===== config.mk =====
export PLATFORM = sky130hd
export DESIGN_NAME = ccache_top
export DESIGN_NICKNAME = d
export VERILOG_FILES = /design/src/rtl/ccache_pkg.sv /design/src/rtl/ccache_lookup.sv /design/src/rtl/ccache_lru.sv /design/src/rtl/ccache_store.sv /design/src/rtl/ccache_top.sv
export SDC_FILE = /design/constraint.sdc
export NUM_CORES = 2
export LEC_CHECK = 0
export ABC_AREA = 1
export BUFFER_PORTS_ARGS = -buffer_cell sky130_fd_sc_hd__buf_2
export CAP_MARGIN = 40
export CORE_MARGIN = 2
export CORE_UTILIZATION = 40
export CTS_BUF_LIST = sky130_fd_sc_hd__clkbuf_4
export CTS_CLUSTER_SIZE = 24
export DETAILED_ROUTE_END_ITERATION = 10
export PLACE_DENSITY = 0.61
export SLEW_MARGIN = 20
export SYNTH_ARGS = -nofsm -noshare
export SYNTH_HDL_FRONTEND = slang
export SYNTH_SLANG_ARGS = --single-unit

===== constraint.sdc =====
create_clock -name clk_i -period 12.3 [get_ports clk_i]
set_input_delay 2.46 -clock clk_i [delete_from_list [all_inputs] [get_ports clk_i]]
set_output_delay 2.46 -clock clk_i [all_outputs]
set_load 0.02 [all_outputs]

===== src/rtl/ccache_pkg.sv =====
package ccache_pkg;
  localparam int unsigned DEF_ENTRIES = 32;
  localparam int unsigned DEF_AW      = 20;
  localparam int unsigned DEF_IW      = 48;

  typedef enum logic [1:0] {
    LK_IDLE  = 2'd0,
    LK_HIT   = 2'd1,
    LK_MISS  = 2'd2,
    LK_STALL = 2'd3
  } lookup_e;
endpackage


===== src/rtl/ccache_lookup.sv =====
module ccache_lookup #(
  parameter int unsigned N  = 32,
  parameter int unsigned AW = 20,
  localparam int unsigned IDXW = $clog2(N)
) (
  input  logic [N-1:0]         valid_i,
  input  logic [N-1:0][AW-1:0] tags_i,
  input  logic [AW-1:0]        addr_i,
  output logic                 hit_o,
  output logic [IDXW-1:0]      idx_o
);
  logic [N-1:0] match;

  for (genvar g = 0; g < N; g++) begin : g_cmp
    assign match[g] = valid_i[g] && (tags_i[g] == addr_i);
  end

  always_comb begin
    hit_o = 1'b0;
    idx_o = '0;
    for (int i = 0; i < N; i++) begin
      if (match[i] && !hit_o) begin
        hit_o = 1'b1;
        idx_o = IDXW'(i);
      end
    end
  end
endmodule


===== src/rtl/ccache_lru.sv =====
module ccache_lru #(
  parameter int unsigned N = 32,
  localparam int unsigned IDXW = $clog2(N)
) (
  input  logic            clk_i,
  input  logic            rst_ni,
  input  logic            touch_i,
  input  logic [IDXW-1:0] touch_idx_i,
  input  logic [N-1:0]    valid_i,
  output logic [IDXW-1:0] victim_o
);
  // age 0 = most recent; ages always form a permutation of 0..N-1
  logic [N-1:0][IDXW-1:0] age_q;

  always_ff @(posedge clk_i or negedge rst_ni) begin
    if (!rst_ni) begin
      for (int i = 0; i < N; i++) age_q[i] <= IDXW'(i);
    end else if (touch_i) begin
      for (int i = 0; i < N; i++) begin
        if (IDXW'(i) == touch_idx_i)           age_q[i] <= '0;
        else if (age_q[i] < age_q[touch_idx_i]) age_q[i] <= age_q[i] + 1'b1;
      end
    end
  end

  always_comb begin
    logic found;
    found    = 1'b0;
    victim_o = '0;
    for (int i = 0; i < N; i++) begin
      if (!valid_i[i] && !found) begin
        found    = 1'b1;
        victim_o = IDXW'(i);
      end
    end
    if (!found) begin
      for (int i = 0; i < N; i++) begin
        if (age_q[i] == IDXW'(N-1)) victim_o = IDXW'(i);
      end
    end
  end
endmodule


===== src/rtl/ccache_store.sv =====
module ccache_store #(
  parameter int unsigned N  = 32,
  parameter int unsigned AW = 20,
  parameter int unsigned IW = 48,
  localparam int unsigned IDXW = $clog2(N)
) (
  input  logic                 clk_i,
  input  logic                 rst_ni,
  input  logic                 inval_i,
  input  logic                 we_i,
  input  logic [IDXW-1:0]      widx_i,
  input  logic [AW-1:0]        waddr_i,
  input  logic [IW-1:0]        wdata_i,
  output logic [N-1:0]         valid_o,
  output logic [N-1:0][AW-1:0] tags_o,
  output logic [N-1:0][IW-1:0] data_o
);
  always_ff @(posedge clk_i or negedge rst_ni) begin
    if (!rst_ni)       valid_o <= '0;
    else if (inval_i)  valid_o <= '0;
    else if (we_i)     valid_o[widx_i] <= 1'b1;
  end

  always_ff @(posedge clk_i) begin
    if (we_i && !inval_i) begin
      tags_o[widx_i] <= waddr_i;
      data_o[widx_i] <= wdata_i;
    end
  end
endmodule


===== src/rtl/ccache_top.sv =====
module ccache_top
  import ccache_pkg::*;
#(
  parameter int unsigned ENTRIES = DEF_ENTRIES,
  parameter int unsigned AW      = DEF_AW,
  parameter int unsigned IW      = DEF_IW,
  localparam int unsigned IDXW   = $clog2(ENTRIES)
) (
  input  logic          clk_i,
  input  logic          rst_ni,
  input  logic          fetch_valid_i,
  input  logic [AW-1:0] fetch_addr_i,
  input  logic          fetch_ext_i,
  input  logic [IW-1:0] mem_instr_i,
  input  logic          pm_conflict_i,
  input  logic          cache_off_i,
  input  logic          freeze_i,
  input  logic          inval_i,
  output logic [IW-1:0] instr_o,
  output logic          hit_o,
  output logic          stall_o
);
  logic [ENTRIES-1:0]         valid_q;
  logic [ENTRIES-1:0][AW-1:0] tags_q;
  logic [ENTRIES-1:0][IW-1:0] data_q;
  logic                       raw_hit;
  logic [IDXW-1:0]            hit_idx, victim_idx;
  logic                       upd_ok, fill, touch;
  lookup_e                    outcome;

  ccache_lookup #(.N(ENTRIES), .AW(AW)) u_lookup (
    .valid_i(valid_q), .tags_i(tags_q), .addr_i(fetch_addr_i),
    .hit_o(raw_hit), .idx_o(hit_idx)
  );

  always_comb begin
    if (!fetch_valid_i || fetch_ext_i)  outcome = LK_IDLE;
    else if (!cache_off_i && raw_hit)   outcome = LK_HIT;
    else if (pm_conflict_i)             outcome = LK_STALL;
    else                                outcome = LK_MISS;
  end

  assign hit_o   = (outcome == LK_HIT);
  assign stall_o = (outcome == LK_STALL);
  assign instr_o = hit_o ? data_q[hit_idx] : mem_instr_i;

  // updates need an enabled internal lookup, no freeze, no invalidate
  assign upd_ok = (outcome != LK_IDLE) && !cache_off_i && !freeze_i && !inval_i;
  assign fill   = upd_ok && (outcome == LK_STALL);
  assign touch  = upd_ok && (outcome != LK_MISS);

  ccache_lru #(.N(ENTRIES)) u_lru (
    .clk_i(clk_i), .rst_ni(rst_ni), .touch_i(touch),
    .touch_idx_i(hit_o ? hit_idx : victim_idx),
    .valid_i(valid_q), .victim_o(victim_idx)
  );

  ccache_store #(.N(ENTRIES), .AW(AW), .IW(IW)) u_store (
    .clk_i(clk_i), .rst_ni(rst_ni), .inval_i(inval_i), .we_i(fill),
    .widx_i(victim_idx), .waddr_i(fetch_addr_i), .wdata_i(mem_instr_i),
    .valid_o(valid_q), .tags_o(tags_q), .data_o(data_q)
  );
endmodule


==> metrics.csv <==
metric,value,unit
grt_max_degree,195,
yosys_warnings,0,
vdd_drop_max,0.0000883,V
skew,0.136,ns
hp-start,u_lru.age_q[15],
tns,0,ns
cts_sinks,2368,
post-route-period-util,96.1,%
grt_usage,23.3,%
clk_latency,1.50,ns
yosysSeqAreaShare,66.3,%
dieHeight,519,um
fin_nets,9665,
path_max_fanout,138,
final_util,45.9,%
dr.pass1.iters,10,
grt_pass1_wl,474,mm
num_vias,75000,
postSynth.asyncResetShare,8.11,%
hpwl,185,mm
cap_viol_max_count,0,
globalRouteOverflowTotal,0,
reg2reg_slack,3.12,ns
route.detailed.drc,0,
critPathArrivalTime,9.36,ns
detail_route.wl_per_cell,24.2,um
cts_tree,built,
rr_worst_depth,68,
cts_buffer_depth,4,
cts_buffers,628,
cts_max_level,6,
cp-start-kind,input port,
synth_area,0.106,mm^2
rows,188,
period_minus_slack,11.82,ns
hold_depth,2,
synth_cell_types,64,
crit_top_cell,a2111oi_0,
core_area,0.263,mm^2
cpPeakStageDelay,0.73,ns
critPathKind,input port to output pin,
synth_seq_cells,2368,
grt_setup_unrepaired,true,
grt_pass1_vias,73500,
p_total,16.2,mW
fmax,84.6,MHz
worst_pin_slew,0.899,ns
ant_nets,0,
status,completed,
area_growth,13.9,%
slowest_stage,nor4_1,
clk_pin_slew_worst_paths,0.05,ns
syn_nets,9067,
critPathCaptureType,output pin,
maxSlewViolCount,0,
io_buffers,125,
antenna_found_initial,33,
min_to,u_lru.age_q[15],
powerDensity,135,mW/mm^2
cts_hold_buffers,0,
drt_iter0_markers,8111,
die_w,519,um
pin_count,126,
die_area,0.269,mm^2
viasPerCell,5.60,
layout-drive-gt1-share,21.9,%
r2r_end,u_lru.age_q[132],
setup_viol,0,
syn_area_per_cell,12.0,um^2
hold_class,flop to flop,
slew_headroom,39.5,%
hold_viol,0,
syn_inst,8799,
routed_wl,324,mm
synth_edf_count,2176,
synth_flop_cell,edfxtp_1,
rr_startpoint,u_store.valid_o[3],
leakagePower,45.2,nW
start_util,40.3,%
required,9.84,ns
place_congestion,0.925,
n_fill_cell,23900,
cts-root-buf,clkbuf_4,
==> worst max path at each step <==
stage / to / from / slack (ns) / cells after the start
finish: instr_o[13] / fetch_addr_i[9] / 0.48 / 27
global route: instr_o[19] / fetch_addr_i[6] / -0.08 / 40
CTS: instr_o[37] / fetch_addr_i[6] / 0.47 / 41
detailed placement: instr_o[37] / fetch_addr_i[10] / 0.51 / 40
global placement: instr_o[33] / fetch_addr_i[6] / 0.53 / 40
floorplan: u_store.data_o[144] / fetch_addr_i[3] / 1.99 / 40
==> cell usage after synthesis, types with 6 or more instances <==
cell | number | area, um^2
a221o_1 | 6 | 60.1
a22o_1 | 13 | 114
buf_2 | 87 | 435
nand3_1 | 298 | 1490
nand2_1 | 1259 | 4730
xnor2_1 | 64 | 561
nor2_1 | 388 | 1460
nand2_2 | 65 | 407
o2111ai_1 | 22 | 193
o22ai_1 | 174 | 1090
a221oi_1 | 181 | 1590
o41ai_1 | 9 | 78.8
xor2_1 | 142 | 1240
buf_6 | 11 | 124
o21ai_1 | 19 | 95.1
dfstp_2 | 80 | 2100
nand4_1 | 80 | 500
edfxtp_1 | 2176 | 65300
a211oi_1 | 55 | 413
nor3b_1 | 25 | 188
nor4_1 | 62 | 388
a31oi_1 | 11 | 68.8
inv_2 | 27 | 101
a22oi_1 | 36 | 270
mux2_2 | 384 | 4320
buf_1 | 35 | 131
dfrtp_1 | 112 | 2800
and3_1 | 8 | 50.1
a32o_1 | 48 | 480
ha_1 | 192 | 2400
nor3_1 | 27 | 135
a2111oi_0 | 15 | 131
or2_2 | 109 | 682
inv_1 | 773 | 2900
a21oi_1 | 693 | 3470
o21ai_0 | 737 | 3690
clkbuf_1 | 314 | 1180
buf_4 | 10 | 75.1
==> cell usage in the layout, fill, tap and decap left out, types with 34 or more instances in the layout <==
cell | netlist | routed
xor2_1 | 142 | 142
nand4_1 | 80 | 80
o21ai_0 | 737 | 737
dfrtp_1 | 112 | 112
nand3_1 | 298 | 298
edfxtp_1 | 2176 | 2176
inv_1 | 773 | 769
a22oi_1 | 36 | 36
xnor2_1 | 64 | 64
a211oi_1 | 55 | 55
a32o_1 | 48 | 48
nand2_1 | 1259 | 1256
buf_4 | 10 | 221
ha_1 | 192 | 192
o22ai_1 | 174 | 174
dfstp_2 | 80 | 80
nor2_4 | 0 | 34
clkinv_1 | 1 | 100
inv_2 | 27 | 34
buf_2 | 87 | 122
a221oi_1 | 181 | 181
nand2_2 | 65 | 65
buf_12 | 0 | 67
a21oi_1 | 693 | 693
nor2_1 | 388 | 354
mux2_2 | 384 | 384
nor4_1 | 62 | 60
or2_2 | 109 | 109
clkbuf_4 | 0 | 924
==> layout make-up <==
type | instances | area [um^2] | area share, %
clock inverter | 168 | 958 | 0.794
multi-input combinational | 5172 | 31100 | 25.8
clock buffer | 924 | 6940 | 5.75
tap | 3515 | 4400 | 3.64
antenna | 13 | 32.5 | 0.0270
timing repair buffer | 425 | 3990 | 3.31
sequential | 2368 | 70200 | 58.2
inverter | 802 | 3040 | 2.51
==> state kept, by name, summed over array words and instances (netlist names) <==
name and count:
u_store.data_o 1536, u_store.valid_o 32, u_lru.age_q 160, u_store.tags_o 640
==> kinds of logic after synthesis <==
kind of cell	count (synthesis)	synth area share (%)
xor+xnor	206	1.70
fa+ha+maj	192	2.27
flops	2368	66.3
mux	384	4.08
buf+inv	1259	4.68
simple gates	2357	9.78
compound gates	2033	11.2
==> stage by stage <==
stage | instances | worst slack, ns | cell area [um^2] | hold WS (ns)
after floorplan | 8799 | 1.99 | 106000 | 0.460
after global placement | 12300 | 0.535 | 112000 | 0.473
after detailed placement | 12300 | 0.510 | 113000 | 0.482
after CTS | 13400 | 0.474 | 121000 | 0.486
after global routing | 13400 | -0.0780 | 121000 | 0.507
final | 13400 | 0.484 | 121000 | 0.486
==> power breakdown <==
part | switching (mW) | internal (mW)
Sequential | 0.0241 | 8.81
Clock | 3.35 | 3.54
Combinational | 0.389 | 0.128
Total | 3.76 | 12.5
==> metal layers <==
layer / track usage (%) / wire, um
met5: 0 / 139
met4: 10.1 / 13400
met3: 4.27 / 27600
met2: 38.4 / 154000
met1: 30.0 / 129000
==> timing repair <==
action                                  in CTS  in global routing
gates resized for setup                      0                  2
buffers inserted                             0                  0
endpoints found under the setup margin       0                 13
==> critical path: cells and delay by family <==
kind	cells	cell delay (ns)
buffers and inverters	7	1.53
AOI/OAI and AO/OA	12	3.19
and+or+nand+nor	8	1.96
(Power assumes the default switching activity.)
